File: config.mk
export PLATFORM = sky130hd
export DESIGN_NAME = pie_cmd_decoder
export DESIGN_NICKNAME = d
export VERILOG_FILES = /design/src/rtl/pie_pkg.sv /design/src/rtl/pie_sample_tick.sv /design/src/rtl/pie_env_sampler.sv /design/src/rtl/pie_frame_store.sv /design/src/rtl/pie_cmd_decoder.sv
export SDC_FILE = /design/constraint.sdc
export NUM_CORES = 1
export LEC_CHECK = 0
export BUFFER_PORTS_ARGS = -buffer_cell sky130_fd_sc_hd__buf_4
export CORE_MARGIN = 2
export CORE_UTILIZATION = 36
export CTS_CLUSTER_DIAMETER = 150
export DETAILED_ROUTE_END_ITERATION = 10
export GPL_ROUTABILITY_DRIVEN = 0
export GPL_TIMING_DRIVEN = 0
export SLEW_MARGIN = 20
export SYNTH_ARGS = -nofsm -noshare
export SYNTH_HDL_FRONTEND = slang
export SYNTH_SLANG_ARGS = --single-unit
File: constraint.sdc
create_clock -name clk -period 3.5 [get_ports clk]
set_input_delay 0 -clock clk [delete_from_list [all_inputs] [get_ports clk]]
set_output_delay 0 -clock clk [all_outputs]
set_load 0.02 [all_outputs]
File: src/rtl/pie_pkg.sv
package pie_pkg;

    typedef enum logic [2:0] {
        S_IDLE,
        S_START,
        S_REF,
        S_CAL,
        S_DATA,
        S_DONE
    } dec_state_e;

endpackage

File: src/rtl/pie_sample_tick.sv
module pie_sample_tick #(
    parameter int CLK_DIV = 100
) (
    input  logic clk,
    input  logic rst_n,
    output logic tick
);
    localparam int DIV_W = (CLK_DIV > 2) ? $clog2(CLK_DIV) : 1;

    logic [DIV_W-1:0] cnt_d, cnt_q;

    always_comb begin
        tick  = (cnt_q == DIV_W'(CLK_DIV - 1));
        cnt_d = tick ? '0 : cnt_q + DIV_W'(1);
    end

    always_ff @(posedge clk or negedge rst_n) begin
        if (!rst_n) cnt_q <= '0;
        else        cnt_q <= cnt_d;
    end
endmodule

File: src/rtl/pie_env_sampler.sv
module pie_env_sampler (
    input  logic clk,
    input  logic rst_n,
    input  logic tick,
    input  logic env_in,
    output logic fall,
    output logic rise
);
    logic [1:0] sync_d, sync_q;
    logic       lvl_d, lvl_q;

    always_comb begin
        sync_d = {sync_q[0], env_in};
        lvl_d  = tick ? sync_q[1] : lvl_q;
        fall   = tick &  lvl_q & ~sync_q[1];
        rise   = tick & ~lvl_q &  sync_q[1];
    end

    always_ff @(posedge clk or negedge rst_n) begin
        if (!rst_n) begin
            sync_q <= 2'b11;
            lvl_q  <= 1'b1;
        end else begin
            sync_q <= sync_d;
            lvl_q  <= lvl_d;
        end
    end
endmodule

File: src/rtl/pie_frame_store.sv
module pie_frame_store #(
    parameter int WORD_W = 32,
    parameter int WORDS  = 6,
    parameter int ADDR_W = $clog2(WORDS),
    parameter int BIT_W  = 8
) (
    input  logic              clk,
    input  logic              rst_n,
    input  logic              clr,
    input  logic              wr_en,
    input  logic [BIT_W-1:0]  wr_idx,
    input  logic              wr_bit,
    input  logic              hdr_en,
    input  logic [WORD_W-1:0] hdr_in,
    input  logic [ADDR_W-1:0] rd_addr,
    output logic [WORD_W-1:0] rd_data
);
    localparam int DATA_BITS = (WORDS - 1) * WORD_W;

    logic [DATA_BITS-1:0] bits_d, bits_q;
    logic [WORD_W-1:0]    hdr_d, hdr_q;
    logic [WORD_W-1:0]    word_arr [WORDS];

    always_comb begin
        bits_d = bits_q;
        hdr_d  = hdr_q;
        if (clr) bits_d = '0;
        if (wr_en) begin
            for (int k = 0; k < DATA_BITS; k++) begin
                if (wr_idx == BIT_W'(k)) bits_d[DATA_BITS-1-k] = wr_bit;
            end
        end
        if (hdr_en) hdr_d = hdr_in;
    end

    always_ff @(posedge clk or negedge rst_n) begin
        if (!rst_n) begin
            bits_q <= '0;
            hdr_q  <= '0;
        end else begin
            bits_q <= bits_d;
            hdr_q  <= hdr_d;
        end
    end

    assign word_arr[0] = hdr_q;
    for (genvar w = 1; w < WORDS; w++) begin : g_word
        assign word_arr[w] = bits_q[DATA_BITS-1-(w-1)*WORD_W -: WORD_W];
    end

    always_comb begin
        if (int'(rd_addr) < WORDS) rd_data = word_arr[rd_addr];
        else                       rd_data = '0;
    end
endmodule

File: src/rtl/pie_cmd_decoder.sv
module pie_cmd_decoder
    import pie_pkg::*;
#(
    parameter int CLK_DIV   = 100,
    parameter int WORD_W    = 32,
    parameter int WORDS     = 6,
    parameter int ADDR_W    = $clog2(WORDS),
    parameter int MAX_SYM   = 8,
    parameter int DELIM_MIN = 2,
    parameter int DEF_THR   = 3
) (
    input  logic              clk,
    input  logic              rst_n,
    input  logic              env_in,
    input  logic [WORD_W-1:0] hdr_in,
    input  logic [ADDR_W-1:0] rd_addr,
    output logic [WORD_W-1:0] rd_data,
    input  logic              host_ack,
    output logic              irq
);
    localparam int DATA_BITS = (WORDS - 1) * WORD_W;
    localparam int BIT_W     = $clog2(DATA_BITS + 1);
    localparam int GAP_LIM   = 2 * MAX_SYM;
    localparam int CNT_W     = $clog2(GAP_LIM + 2);

    typedef struct packed {
        dec_state_e       state;
        logic [CNT_W-1:0] cnt;
        logic [CNT_W-1:0] thr;
        logic [CNT_W-1:0] ref_len;
        logic [BIT_W-1:0] nbits;
        logic             irq;
    } ctl_t;

    ctl_t r_d, r_q;

    logic tick, fall, rise;
    logic clr, wr_en, wr_bit, hdr_en, finish, tmo;
    logic [CNT_W-1:0] len;

    dec_state_e       state_w;
    logic [BIT_W-1:0] nbits_w;
    logic [CNT_W-1:0] thr_w;

    pie_sample_tick #(.CLK_DIV(CLK_DIV)) u_tick (
        .clk  (clk),
        .rst_n(rst_n),
        .tick (tick)
    );

    pie_env_sampler u_samp (
        .clk   (clk),
        .rst_n (rst_n),
        .tick  (tick),
        .env_in(env_in),
        .fall  (fall),
        .rise  (rise)
    );

    pie_frame_store #(
        .WORD_W(WORD_W),
        .WORDS (WORDS),
        .ADDR_W(ADDR_W),
        .BIT_W (BIT_W)
    ) u_store (
        .clk    (clk),
        .rst_n  (rst_n),
        .clr    (clr),
        .wr_en  (wr_en),
        .wr_idx (r_q.nbits),
        .wr_bit (wr_bit),
        .hdr_en (hdr_en),
        .hdr_in (hdr_in),
        .rd_addr(rd_addr),
        .rd_data(rd_data)
    );

    always_comb begin
        r_d     = r_q;
        r_d.irq = 1'b0;
        clr     = 1'b0;
        wr_en   = 1'b0;
        wr_bit  = 1'b0;
        hdr_en  = 1'b0;
        finish  = 1'b0;
        len     = r_q.cnt + CNT_W'(1);
        tmo     = (r_q.cnt >= CNT_W'(GAP_LIM));

        unique case (r_q.state)
            S_IDLE: begin
                if (fall) begin
                    r_d.state   = S_START;
                    r_d.cnt     = '0;
                    r_d.thr     = CNT_W'(DEF_THR);
                    r_d.ref_len = '0;
                    r_d.nbits   = '0;
                    clr         = 1'b1;
                end
            end
            S_START: begin
                if (rise) begin
                    if (len >= CNT_W'(DELIM_MIN)) begin
                        r_d.state = S_REF;
                        r_d.cnt   = CNT_W'(1);
                    end else begin
                        r_d.state = S_DATA;
                        r_d.cnt   = len;
                    end
                end else if (tick) begin
                    if (tmo) finish = 1'b1;
                    else     r_d.cnt = len;
                end
            end
            S_REF: begin
                if (fall) begin
                    r_d.ref_len = len;
                    r_d.state   = S_CAL;
                    r_d.cnt     = '0;
                end else if (tick) begin
                    if (tmo) finish = 1'b1;
                    else     r_d.cnt = len;
                end
            end
            S_CAL: begin
                if (fall) begin
                    r_d.thr   = (len > r_q.ref_len) ? (len >> 1) : CNT_W'(DEF_THR);
                    r_d.state = S_DATA;
                    r_d.cnt   = '0;
                end else if (tick) begin
                    if (tmo) finish = 1'b1;
                    else     r_d.cnt = len;
                end
            end
            S_DATA: begin
                if (fall) begin
                    if (r_q.nbits < BIT_W'(DATA_BITS)) begin
                        wr_en     = 1'b1;
                        wr_bit    = (len > r_q.thr);
                        r_d.nbits = r_q.nbits + BIT_W'(1);
                    end
                    r_d.cnt = '0;
                end else if (tick) begin
                    if (tmo) finish = 1'b1;
                    else     r_d.cnt = len;
                end
            end
            S_DONE: begin
                if (host_ack) r_d.state = S_IDLE;
            end
            default: r_d.state = S_IDLE;
        endcase

        if (finish) begin
            r_d.state = S_DONE;
            r_d.irq   = 1'b1;
            hdr_en    = 1'b1;
        end
    end

    always_ff @(posedge clk or negedge rst_n) begin
        if (!rst_n) begin
            r_q.state   <= S_IDLE;
            r_q.cnt     <= '0;
            r_q.thr     <= CNT_W'(DEF_THR);
            r_q.ref_len <= '0;
            r_q.nbits   <= '0;
            r_q.irq     <= 1'b0;
        end else begin
            r_q <= r_d;
        end
    end

    assign irq     = r_q.irq;
    assign state_w = r_q.state;
    assign nbits_w = r_q.nbits;
    assign thr_w   = r_q.thr;
endmodule

# After elaboration in Yosys (flattened, before gate mapping)
# Index checks and enable logic that the tools add are counted.
dict set report op_classes {
  n_addsub 3
  magnitude_cmp 7
  eq_ne 176
  mux 202
  n_bitwise 7
  n_reduce_logical 12
}
# op n
set ops {}
lappend ops {{8-bit by 7-bit equality test with 1-bit output (second input constant)} 64}
lappend ops {{160-bit two-way mux} 2}
lappend ops {{8-bit by 6-bit equality test with 1-bit output (second input constant)} 32}
lappend ops {{8-bit equality test (second input constant)} 32}
lappend ops {{1-bit two-way mux} 173}
lappend ops {{8-bit by 5-bit equality test with 1-bit output (second input constant)} 16}
lappend ops {{32-bit binary-select mux with 3-bit select} 1}
lappend ops {{32-bit two-way mux} 3}
lappend ops {{8-bit by 4-bit equality test with 1-bit output (second input constant)} 8}
lappend ops {{8-bit by 3-bit equality test with 1-bit output (second input constant)} 4}
lappend ops {{5-bit two-way mux} 6}
lappend ops {{26-bit two-way mux} 1}
lappend ops {{8-bit two-way mux} 3}
lappend ops {{5-bit case mux with 2 select lines} 2}
lappend ops {{3-bit case mux with 6 select lines} 1}
lappend ops {{8-bit by 2-bit equality test with 1-bit output (second input constant)} 2}
lappend ops {{8-bit case mux with 2 select lines} 1}
lappend ops {{3-bit two-way mux} 5}
lappend ops {{3-bit != test (second input constant)} 5}
lappend ops {{5-bit case mux with 3 select lines} 1}
lappend ops {{2-bit != test (second input constant)} 6}
lappend ops {{5-bit greater-than comparator} 2}
lappend ops {{8-bit by 1-bit adder with 8-bit output (second input constant)} 1}
lappend ops {{8-bit by 1-bit equality test with 1-bit output (second input constant)} 1}
lappend ops {{26 further kinds} 35}
dict set report totals {
  ff_bits 229
  elab_cells 418
}

# Longest topological paths before layout
dict set report logic_depth {
  ltp_word 8
  mapped_depth 11
  mapped_depth_nobuf 10
}

# Hierarchy
# Synthesis repeated with hierarchy kept, for this count alone.
dict set report hier_totals {
  cells_unflattened 1196
  area_unflattened_um2 13674.4
}
# module n_inst cells_per_inst area_each_um2 seq_area_each_um2
set by_module_without_submodules {}
lappend by_module_without_submodules {pie_frame_store 1 977 11587.4 4804.6}
lappend by_module_without_submodules {pie_cmd_decoder 1 184 1660.3 653.1}
lappend by_module_without_submodules {pie_sample_tick 1 29 312.8 175.2}
lappend by_module_without_submodules {pie_env_sampler 1 6 113.9 78.8}

# Worst setup path after synthesis
# No wires, ideal clock.
dict set report synth_path {
  kind {reg2reg}
  from {register r_q[19] in the netlist's numbering}
  to {register u_store.bits_q[32]}
  setup_ns 0.145
  arrival_time_ns 2.516
  t_required_ns 3.355
  path_slack_ns 0.839
  stages_incl_launch_ff 9
  path_buffers 1
  cell_sequence {dfrtp_1 -> inv_1 -> ha_1 -> ha_1 -> maj3_1 -> a221o_1 -> a21oi_2 -> buf_1 -> o31ai_2}
}
dict set report synth_between {
  elab_chain_cells 7
}
# item line
set synth_rtl {}
lappend synth_rtl {{start: declaration} pie_cmd_decoder.sv:35} ;# ctl_t r_d, r_q;
lappend synth_rtl {{start signal: assignment} pie_cmd_decoder.sv:169} ;# r_q <= r_d;
lappend synth_rtl {{5-bit by 1-bit adder with 5-bit output} pie_cmd_decoder.sv:86} ;# len = r_q.cnt + CNT_W'(1);
lappend synth_rtl {{5-bit greater-than comparator} pie_cmd_decoder.sv:138} ;# wr_bit = (len > r_q.thr);
lappend synth_rtl {{1-bit two-way mux} pie_cmd_decoder.sv:136} ;# if (r_q.nbits < BIT_W'(DATA_BITS)) begin
lappend synth_rtl {{1-bit two-way mux} pie_cmd_decoder.sv:135} ;# if (fall) begin
lappend synth_rtl {{1-bit two-way mux} pie_cmd_decoder.sv:89} ;# unique case (r_q.state)
lappend synth_rtl {{1-bit two-way mux} pie_frame_store.sv:30} ;# if (wr_idx == BIT_W'(k)) bits_d[DATA_BITS-1-k] = wr_bit;
lappend synth_rtl {{160-bit two-way mux} pie_frame_store.sv:28} ;# if (wr_en) begin
lappend synth_rtl {{named net u_store.bits_d[32]} pie_frame_store.sv:20} ;# logic [DATA_BITS-1:0] bits_d, bits_q;
lappend synth_rtl {{end signal: assignment} pie_frame_store.sv:41} ;# bits_q <= bits_d;
lappend synth_rtl {{end: declaration} pie_frame_store.sv:20}
# The timed path passes the listed nets, and every way through them passes these cells.
# A chain may end at the register's enable or synchronous reset.

# Worst setup path in the final report
dict set report layout_path {
  from {register r_q[19] in the netlist's numbering}
  to {register u_store.bits_q[69]}
}
# The elaborated chain is that of the path after synthesis.

==> flow_metrics.env <==
export IMPL_drt_wirelength_per_cell_um=24.0
export IMPL_total_power_mw=5.82
export IMPL_grt_pass1_wl_mm=61.5
export IMPL_area_delta_synth_final_pct=19.5
export IMPL_firstDrtPassIters=5
export IMPL_rsz0062_at_grt="no"
export IMPL_wl_mm=40.0
export IMPL_period_minus_slack_ns=3.28
export IMPL_cp_arrival_ns=3.66
export IMPL_crit_path_start_kind="flip-flop"
export IMPL_synth_area_mm2=0.0121
export IMPL_ys_ff_latch=228
export IMPL_layout_commonest_cell="dfrtp_1"
export IMPL_power_density_mw_per_mm2=402
export IMPL_crit_fanout=10
export IMPL_slowest_stage="dfrtp_1"
export IMPL_ctsHtreeMaxLevel=1
export IMPL_num_rows=67
export IMPL_clk_latency_ns=0.54
export IMPL_port_buffers=68
export IMPL_clk_pin_slew_ns=0.06
export IMPL_synthCells=1067
export IMPL_cts_root_buffer="clkbuf_16"
export IMPL_vias=9945
export IMPL_routed_via_density=5.97
export IMPL_min_period_over_period_pct=93.6
export IMPL_synthArstFlopShare_pct=100
export IMPL_synth_distinct_cells=58
export IMPL_endpoint_kind="flip-flop"
export IMPL_die_w_um=187
export IMPL_hold_viol_final=0
export IMPL_synthTopCellsByArea="dfrtp_1 (46%), o211ai_1 (8.4%), o31ai_1 (8.0%)"
export IMPL_cts_tree="built"
export IMPL_slew_violations=0
export IMPL_grt_pass1_vias=10047
export IMPL_relSlewSlack_pct=33.5
export IMPL_finalSetupViolations=0
export IMPL_drive_gt1_share_pct=22.2
export IMPL_clock_path_buffers=3
export IMPL_hp_class="in2async"
export IMPL_clock_fmax_mhz=305
export IMPL_synthFlopType="dfrtp_1"
export IMPL_antenna_found_initial=0
export IMPL_reg2reg_setup_slack_ns=0.22
export IMPL_cts_buffers_inserted=26
export IMPL_dp_hpwl_mm=26.9
export IMPL_die_area_mm2=0.0351
export IMPL_drc_errors=0
export IMPL_cpPeakStageDelay_ns=0.46
export IMPL_setup_tns_ns=0
export IMPL_die_y_um=187
export IMPL_num_antenna_cells=0
export IMPL_max_cap_viol_count=0
export IMPL_synth_edf_count=0
export IMPL_status="finished clean"
export IMPL_first_iter_violations=971
export IMPL_coreArea_mm2=0.0334
export IMPL_fin_nets=1255
export IMPL_ioPinCount=72
export IMPL_synth_top_area_share_pct=46.1
export IMPL_ant_nets=0
export IMPL_post_cts_resized=0
export IMPL_p_leak_nw=5.79
export IMPL_path_cells="inv_1 > ha_1 > ha_1 > maj3_1 > a221o_1 > a21oi_2 > buf_2 > buf_2 > o31ai_2"
export IMPL_netlist_top_cell_by_area="dfrtp_1"
export IMPL_grt_max_degree=92
export IMPL_start_util_pct=36.3
export IMPL_yosysSeqAreaShare_pct=47.2
export IMPL_mostFrequentLayoutCells="dfrtp_1 (223), o211ai_1 (135), o31ai_1 (129)"
export IMPL_vdd_drop_max_v=0.000363
export IMPL_grtUsageTotal_pct=22.7
export IMPL_syn_num_nets=1121
export IMPL_fin_cells=1667
export IMPL_dpl_cell_count=1585
export IMPL_yosys_warnings=0
export IMPL_fin_skew_ns=0.00928
export IMPL_worstMarginPinSlew_ns=0.997
export IMPL_cts_sinks=228
export IMPL_grt_overflow_total=0
export IMPL_synth_area_per_cell_um2=11.4
export IMPL_critPathKind="reg2reg"
export IMPL_crit_required_ns=3.89
[synth_stat cells, types with 17 or more instances]
| cell | n |
|---|---|
| buf_2 | 17 |
| nand2_1 | 30 |
| mux2_2 | 33 |
| dfrtp_1 | 223 |
| o31ai_2 | 32 |
| o21ai_0 | 18 |
| o211ai_2 | 28 |
| o211ai_1 | 135 |
| o31ai_1 | 129 |
| o22ai_1 | 32 |
| inv_1 | 52 |
| nand3_1 | 21 |
| mux2i_1 | 34 |
| clkbuf_1 | 102 |
| mux4_2 | 32 |
[layout make-up]
| class | count | area [um^2] |
|---|---|---|
| plain buffers | 133 | 566 |
| clock buffers | 44 | 840 |
| clock inverters | 2 | 13.8 |
| fillers | 3208 | 18900 |
| inverters | 53 | 199 |
| multi-input cells | 653 | 5640 |
| flip-flops and latches | 228 | 5710 |
| well taps | 448 | 561 |
| repair buffers | 106 | 951 |
[flip-flops by register name, summed over array words and instances (netlist names)]
register / flops
r_q: 10
nbits_w: 8
u_store.bits_q: 160
irq: 1
u_samp.sync_q: 2
u_store.hdr_q: 32
u_samp.lvl_q: 1
thr_w: 4
state_w: 3
u_tick.cnt_q: 7
[power breakdown]
group	total (mW)	leakage [nW]	internal, mW	switching (mW)
clock	2.75	0.421	1.62	1.13
combinational	0.388	2.29	0.171	0.217
sequential	2.68	3.08	2.66	0.0211
[routing by layer]
layer | vias to the layer above | part of all wire (%) | GRT usage (%)
li1 | 4396 | - | -
met3 | 63 | 8.7 | 5.12
met2 | 398 | 45 | 34.4
met5 | - | 0 | 0
met1 | 5088 | 44 | 32.1
met4 | 0 | 2.9 | 7.42
[through the flow]
step	area, um^2	hold slack, ns	setup WS (ns)	utilization (%)
4_1_cts	14500	0.0237	0.219	43.4
3_5_place_dp	13200	-0.0731	0.233	39.7
3_3_place_gp	13200	0.110	0.288	39.5
2_1_floorplan	12100	-0.296	0.839	-
6_report	14500	0.00958	0.222	43.4
5_1_grt	14500	0.0422	0.0413	43.4
[kinds of logic (layout without fill, tap and decap cells)]
kind of cell             count (synthesis)  in the layout  synth area share (%)
AO/OA/AOI/OAI                          404            404                  26.8
XOR/XNOR                                 9              9                 0.764
adder cells (fa/ha/maj)                 16             16                  1.63
buffers and inverters                  186            338                  6.31
flip-flops                             228            228                  47.2
multiplexers                            99             99                  11.8
AND/OR/NAND/NOR                        125            125                  5.54
[timing repair]
item                                   CTS  global route
setup buffers                            0             0
hold buffers                            36             0
endpoints found under the hold margin  171             0
[critical path: cells and delay by family (launching register included)]
kind / cells / cell delay, ns
buf+inv: 3 / 0.83
flops: 1 / 0.46
compound gates: 3 / 0.85
fa+ha+maj: 3 / 0.96
[path summary, 6_finish.rpt]
check                                           start                             to  cells after the start
setup / recovery                  r_q[19]$_DFFE_PN0P_   u_store.bits_q[69]$_DFF_PN0_                      9
hold / removal                                  rst_n  u_store.bits_q[101]$_DFF_PN0_                      3
setup reg to reg                  r_q[19]$_DFFE_PN0P_   u_store.bits_q[69]$_DFF_PN0_                      9
hold reg to reg            u_samp.sync_q[0]$_DFF_PN1_     u_samp.sync_q[1]$_DFF_PN1_                      0
max in group asynchronous                       rst_n   u_store.bits_q[25]$_DFF_PN0_                      4
min in group clk                               env_in     u_samp.sync_q[0]$_DFF_PN1_                      2
(Power assumes the default switching activity.)
